--- src/rtl/bytecnt_pkg.sv ---
package bytecnt_pkg;
  // strobes from control to datapath
  typedef struct packed {
    logic load;  // copy programmed value into working counter
    logic dec;   // subtract one from working counter
  } dpCmd_t;

  typedef enum logic [1:0] {
    ST_IDLE = 2'd0,
    ST_RUN  = 2'd1,
    ST_FIN  = 2'd2
  } ctlState_t;
endpackage

--- src/rtl/bytecnt_datapath.sv ---
module bytecnt_datapath
  import bytecnt_pkg::*;
#(
  parameter int CNT_W = 16
) (
  input  logic             clk,
  input  logic             rstN,
  input  logic             regWrEn,
  input  logic [CNT_W-1:0] regWrData,
  input  dpCmd_t           cmd,
  output logic [CNT_W-1:0] regValue,
  output logic [CNT_W:0]   remaining,
  output logic             atOne
);
  localparam int CTR_W = CNT_W + 1;
  localparam logic [CTR_W-1:0] FULL_LOAD = {1'b1, {CNT_W{1'b0}}};
  localparam logic [CTR_W-1:0] ONE       = CTR_W'(1);

  logic [CNT_W-1:0] progReg;
  logic [CTR_W-1:0] workCtr;
  logic [CTR_W-1:0] loadVal;

  always_comb begin
    if (progReg == '0) loadVal = FULL_LOAD;
    else               loadVal = {1'b0, progReg};
  end

  always_ff @(posedge clk) begin
    if (!rstN) progReg <= '0;
    else if (regWrEn) progReg <= regWrData;
  end

  always_ff @(posedge clk) begin
    if (!rstN)         workCtr <= '0;
    else if (cmd.load) workCtr <= loadVal;
    else if (cmd.dec)  workCtr <= workCtr - ONE;
  end

  assign regValue  = progReg;
  assign remaining = workCtr;
  assign atOne     = (workCtr == ONE);
endmodule

--- src/rtl/bytecnt_ctrl.sv ---
module bytecnt_ctrl
  import bytecnt_pkg::*;
(
  input  logic   clk,
  input  logic   rstN,
  input  logic   xferStart,
  input  logic   byteDone,
  input  logic   repeatMode,
  input  logic   stopReq,
  input  logic   atOne,
  output dpCmd_t cmd,
  output logic   countDone,
  output logic   genStop
);
  ctlState_t state, stateNxt;
  logic      finish;

  always_comb begin
    cmd.load = xferStart;
    cmd.dec  = byteDone && !xferStart && !repeatMode && (state == ST_RUN);
    finish   = cmd.dec && atOne;
  end

  always_comb begin
    stateNxt = state;
    if (xferStart)   stateNxt = ST_RUN;
    else if (finish) stateNxt = ST_FIN;
  end

  always_ff @(posedge clk) begin
    if (!rstN) begin
      state     <= ST_IDLE;
      countDone <= 1'b0;
      genStop   <= 1'b0;
    end else begin
      state   <= stateNxt;
      genStop <= finish && stopReq;
      if (xferStart)   countDone <= 1'b0;
      else if (finish) countDone <= 1'b1;
    end
  end
endmodule

--- src/rtl/bytecnt_top.sv ---
module bytecnt_top
  import bytecnt_pkg::*;
#(
  parameter int CNT_W = 16
) (
  input  logic             clk,
  input  logic             rstN,
  input  logic             cntWrEn,
  input  logic [CNT_W-1:0] cntWrData,
  output logic [CNT_W-1:0] cntRdData,
  input  logic             xferStart,
  input  logic             byteDone,
  input  logic             repeatMode,
  input  logic             stopReq,
  output logic             countDone,
  output logic             genStop,
  output logic [CNT_W:0]   bytesLeft
);
  dpCmd_t cmd;
  logic   atOne;

  bytecnt_ctrl u_ctrl (
    .clk(clk), .rstN(rstN), .xferStart(xferStart), .byteDone(byteDone),
    .repeatMode(repeatMode), .stopReq(stopReq), .atOne(atOne),
    .cmd(cmd), .countDone(countDone), .genStop(genStop)
  );

  bytecnt_datapath #(.CNT_W(CNT_W)) u_dp (
    .clk(clk), .rstN(rstN), .regWrEn(cntWrEn), .regWrData(cntWrData),
    .cmd(cmd), .regValue(cntRdData), .remaining(bytesLeft), .atOne(atOne)
  );
endmodule

--- config.mk ---
export PLATFORM = sky130hd
export DESIGN_NAME = bytecnt_top
export DESIGN_NICKNAME = d
export VERILOG_FILES = /design/src/rtl/bytecnt_pkg.sv /design/src/rtl/bytecnt_datapath.sv /design/src/rtl/bytecnt_ctrl.sv /design/src/rtl/bytecnt_top.sv
export SDC_FILE = /design/constraint.sdc
export NUM_CORES = 1
export LEC_CHECK = 0
export BUFFER_PORTS_ARGS = -buffer_cell sky130_fd_sc_hd__buf_2
export CORE_UTILIZATION = 50
export DETAILED_ROUTE_END_ITERATION = 16
export PLACE_DENSITY_LB_ADDON = 0.1
export SYNTH_ARGS = -nofsm -noshare
export SYNTH_HDL_FRONTEND = slang
export SYNTH_HIERARCHICAL = 1
export SYNTH_SLANG_ARGS = --single-unit
--- constraint.sdc ---
create_clock -name clk -period 2.6 [get_ports clk]
set_input_delay 0.26 -clock clk [delete_from_list [all_inputs] [get_ports clk]]
set_output_delay 0.26 -clock clk [all_outputs]
set_load 0.05 [all_outputs]
# Word-level counts from Yosys, hierarchy flattened
# Index checks and enable logic that the tools add are counted.
[word_totals] register_bits=36 inputBits=23 output_inout_bits=35 word_cells=25
[classes] addsub=1 n_eq_ne=2 muxes=5 bitwise=1 n_reduce_logical=11
[op_table] cell="two-way mux 17 bit" count=3
[op_table] cell="equality test 17 x 1 -> 1 bit, second input constant" count=1
[op_table] cell="subtractor 17 x 1 -> 17 bit, second input constant" count=1
[op_table] cell="logical NOT 16 bit" count=1
[op_table] cell="logical AND 1 bit" count=5
[op_table] cell="nonzero test 2 bit" count=2
[op_table] cell="equality test 2 x 1 -> 1 bit, second input constant" count=1
[op_table] cell="logical NOT 1 bit" count=2
[op_table] cell="two-way mux 1 bit" count=2
[op_table] cell="OR reduction 2 bit" count=1
[op_table] cell="inverter 1 bit" count=1

# Longest topological paths before layout
[depth] ltp_word=7 depth_mapped=7 mapped_depth_nobuf=6

# Cells and area by module
# The synthesis kept the hierarchy.
[modules_own_cells] module="bytecnt_datapath" n_inst=1 cells_per_inst=174 area_each_um2=1599.0 seq_area_each_um2=660.6
[modules_own_cells] module="bytecnt_ctrl" n_inst=1 cells_per_inst=15 area_each_um2=158.9 seq_area_each_um2=60.1

# Worst setup path before layout
# No wires, ideal clock.
[synth_timing] kind="flip-flop to flip-flop" startpoint="reg u_ctrl.state[1]" endpoint="reg u_dp.workCtr[13] (netlist: u_dp/remaining[13])" setup_time_ps=122 arrival_ps=2216 required_ps=2478 path_slack_ps=262 path_stages_with_launch=7 n_path_buf=1 synth_period_minus_slack_ps=2338 path_cell_list="dfxtp_1 nor3_1 or3b_2 clkbuf_1 nor2_1 a21boi_0 o311a_1"
[synth_rtl] element="start, declared" line="bytecnt_ctrl.sv:15" rtl="ctlState_t state, stateNxt;"
[synth_rtl] element="start signal, assigned" line="bytecnt_ctrl.sv:36" rtl="state <= stateNxt;"
[synth_rtl] element="end signal, assigned" line="bytecnt_datapath.sv:35" rtl="else if (cmd.load) workCtr <= loadVal;"
[synth_rtl] element="end signal, assigned" line="bytecnt_datapath.sv:36" rtl="else if (cmd.dec) workCtr <= workCtr - ONE;"
[synth_rtl] element="end, declared" line="bytecnt_datapath.sv:20" rtl="logic [CTR_W-1:0] workCtr;"

# Worst setup path after layout
[layout_timing] startpoint="reg u_dp.workCtr[5] (netlist: u_dp/remaining[5])" endpoint="reg u_ctrl.genStop"
[layout_between] elab_chain_len=3
[layout_lines] element="equality test 17 x 1 -> 1 bit" line="bytecnt_datapath.sv:41" rtl="assign atOne = (workCtr == ONE);"
[layout_lines] element="net atOne" line="bytecnt_top.sv:20" rtl="logic atOne;"
[layout_lines] element="logical AND 1 bit" line="bytecnt_ctrl.sv:21" rtl="finish = cmd.dec && atOne;"
[layout_lines] element="logical AND 1 bit" line="bytecnt_ctrl.sv:37" rtl="genStop <= finish && stopReq;"
[layout_lines] element="end signal, assigned" line="bytecnt_ctrl.sv:37"
[layout_lines] element="end, declared" line="bytecnt_ctrl.sv:13" rtl="output logic genStop"
# The timed path passes the listed nets, and every way through them passes these cells.
# A chain may end at the register's enable or synchronous reset.

==> impl_metrics.tcl <==
set metrics [dict create \
    status "finished clean" \
    cts_htree_levels 2 \
    slowest_stage "or4_1" \
    synth_cell_types 40 \
    cts_tree "yes" \
    grt_max_degree 38 \
    worst_ep_required_time_ns 2.85 \
    layout-drive-gt1-share_pct 29.3 \
    fp.dieArea_sq_um 3760 \
    finalNonFillerCells 288 \
    clock_latency_ns 0.33 \
    use_met3_pct 4.62 \
    cts_resized 0 \
    path_max_fanout 8 \
    synthAdderAreaFrac_pct 1.42 \
    cts.repair_timing.setup_buffer_count 0 \
    postSynthCellCount 189 \
    utilization_pct 63.2 \
    setup_violations 0 \
    synthMuxAreaShare_pct 9.68 \
    synthesis.nets 214 \
    grt_usage_pct 21.5 \
    chipHeight_um 61.3 \
    synth_top_family_by_area "simple AND/OR/NAND/NOR gates" \
    worst-path-buf-inv 0 \
    dp.cells 281 \
    arrival_ns 2.53 \
    synth-xor-area-share_pct 4.98 \
    drtIter0Drc 68 \
    layout_setup_ws_ns 0.323 \
    area_growth_syn_to_layout_pct 21.0 \
    via_count 1534 \
    yosys_warnings 6 \
    gp_congestion 0.767 \
    finalCriticalPeriod_ns 2.28 \
    cts_buffers 5 \
    cts.clk_slew.worst_paths_ns 0.11 \
    synth-compound-area-share_pct 13.0 \
    ys_seq_area_share_pct 41.0 \
    relSlewSlack_pct 59.6 \
    routed_wl_um 3780 \
    clock_skew_ns 0.00903 \
    antenna_found_initial 0 \
    num_rows 21 \
    tightest_slew_ns 0.605 \
    cp_top_family "simple AND/OR/NAND/NOR gates" \
    synth_simple_gate_area_share_pct 25.8 \
    worstSetupEndpointType "flip-flop" \
    clock.fmax_ghz 0.439 \
    initial_core_util_pct 52.3 \
    fp.coreArea_sq_um 3360 \
    hold_buffers 0 \
    die_w_um 61.3 \
    avgViaCountPerCell 5.33 \
    clock_sinks 36 \
    busiest_layer "met2" \
    overflow 0 \
    rsz0062_at_grt "no" \
    ys_ff_latch 36 \
    p_per_area_nw_per_um2 577 \
    hp-class "primary input to flip-flop" \
    synth_top_area_share_pct 41.0 \
    cap_viol_max_count 0 \
    dr.pass1.iters 4 \
    hold_viol 0 \
    nets 267 \
    ant_nets 0 \
    final.period_utilization_pct 87.6 \
    cts-root-buf "clkbuf_4" \
    netlist.top_cell.by_area "dfxtp_1" \
    io_pins 58 \
    grt_pass1_vias 1268 \
    slowest_delay_ns 0.54 \
    syn_avg_cell_area_sq_um 9.30 \
    numPortBuffers 57 \
    cp-start-kind "flip-flop" \
    slew_violations 0 \
    ir_drop_mv 0.381 \
    path_cells "or3_1 > or4_1 > nor4_1 > nand3_1 > nor4_2" \
    criticalPathCategory "flip-flop to flip-flop" \
    grtUsageMet1_pct 29.9 \
    drc 0 \
    netlist_top_cells_area "dfxtp_1, mux2i_1, nor2b_1" \
    tns_ns 0 \
    n_antenna_cell 0 \
    dp_hpwl_um 2780 \
    cts_max_path_buffers 2 \
    fin_total_pwr_mw 1.23 \
    leakage_nw 0.972 \
    avgRoutedWirePerCell_um 13.1 \
    grt_use_met2_pct 31.8 \
    synth_area_sq_um 1760 \
    grt_pass1_wl_um 5860 \
    place_ws_ns 0.355 \
]
-- worst paths after layout --
check / slack (ns) / end / depth (start not counted) / start
hold / removal: 0.19 / u_dp/regValue[1]$_SDFFE_PN0P_ / 3 / cntWrData[1]
hold reg to reg: 0.52 / u_ctrl/state[1]$_SDFFE_PP0P_ / 2 / u_ctrl/state[1]$_SDFFE_PP0P_
setup / recovery: 0.32 / u_ctrl/genStop$_SDFF_PN0_ / 5 / u_dp/remaining[5]$_SDFFE_PN0P_
setup reg to reg: 0.32 / u_ctrl/genStop$_SDFF_PN0_ / 5 / u_dp/remaining[5]$_SDFFE_PN0P_
-- through the flow --
step | hold slack (ns) | cell area (sq um)
2_1_floorplan | 0.333 | 1760
3_3_place_gp | 0.502 | 2060
3_5_place_dp | 0.508 | 2060
4_1_cts | 0.169 | 2130
5_1_grt | 0.156 | 2130
6_report | 0.186 | 2130
-- flip-flops by register name, indices dropped and copies added, names as in the netlist --
register        count
u_ctrl/genStop      1
u_ctrl/state        2
u_dp/regValue      16
u_dp/remaining     17
-- cell type report --
cell class	count	area, sq um
timing repair buffer	59	300
clock buffer	7	65.1
multi-input combinational	135	965
inverter	5	18.8
fill	329	1240
tap	46	57.6
sequential	36	721
-- cells by family after synthesis --
family / count (synthesis)
and+or+nand+nor: 69
AOI/OAI and AO/OA: 37
DFF: 36
buffers and inverters: 18
muxes: 17
xor gates and xnor gates: 10
adders and majority gates: 2
-- cells in the mapped netlist --
cell       count
and4_1         1
xnor2_1        8
buf_4          1
nand3b_4       1
a31oi_1        2
nand4b_1       1
a22oi_1        1
a21boi_0       2
clkbuf_1      11
nor2_1         6
inv_1          5
o311a_1        2
a21oi_1       11
nor4b_2        1
a211oi_1       1
buf_2          1
or4_1          3
and2_1         1
o31a_1         1
nand3_1        3
nor3_1         3
nand2_1        5
or3b_2         1
or3_1          6
nor2b_1       17
nor4_2         1
ha_1           2
xor2_1         2
o211ai_1       1
o211a_1        2
o311ai_0       1
dfxtp_1       36
or4_4          1
and3b_1        1
o21ai_0       13
nand2b_1       4
mux2i_1       17
nor4_1        10
nand4bb_1      1
nor4b_1        2
-- metal layers --
| metal | wire [um] | share of wire (%) |
|---|---|---|
| met1 | 1900 | 50 |
| met2 | 1620 | 43 |
| met3 | 214 | 5.7 |
| met4 | 45 | 1.2 |
| met5 | 0 | 0 |
-- layout by cell type, fill, tap and decap left out, types with 2 or more instances in the layout --
| master | netlist | routed |
|---|---|---|
| xnor2_1 | 8 | 8 |
| a21boi_0 | 2 | 2 |
| nand2_1 | 5 | 5 |
| o311a_1 | 2 | 2 |
| a31oi_1 | 2 | 2 |
| xor2_1 | 2 | 2 |
| nor2_1 | 6 | 6 |
| a21oi_1 | 11 | 11 |
| nor3_1 | 3 | 3 |
| dfxtp_1 | 36 | 36 |
| nor4_1 | 10 | 10 |
| o211a_1 | 2 | 2 |
| nor4b_1 | 2 | 2 |
| inv_1 | 5 | 5 |
| buf_2 | 1 | 57 |
| nand3_1 | 3 | 3 |
| nand2b_1 | 4 | 4 |
| or4_1 | 3 | 3 |
| or3_1 | 6 | 6 |
| mux2i_1 | 17 | 17 |
| ha_1 | 2 | 2 |
| clkbuf_8 | 0 | 2 |
| clkbuf_4 | 0 | 5 |
| buf_4 | 1 | 2 |
| nor2b_1 | 17 | 17 |
| o21ai_0 | 13 | 13 |
-- worst register-to-register path, cell delays in order (launching register included) --
cell	delay (ns)
dfxtp_1	0.37
or3_1	0.51
or4_1	0.54
nor4_1	0.48
nand3_1	0.16
nor4_2	0.15
-- power breakdown --
part           switching [mW]  internal (mW)
logic                   0.192         0.0911
registers              0.0351          0.583
clock network           0.174          0.153
total                   0.401          0.827
Note: power is estimated with default switching activity, not from simulation.
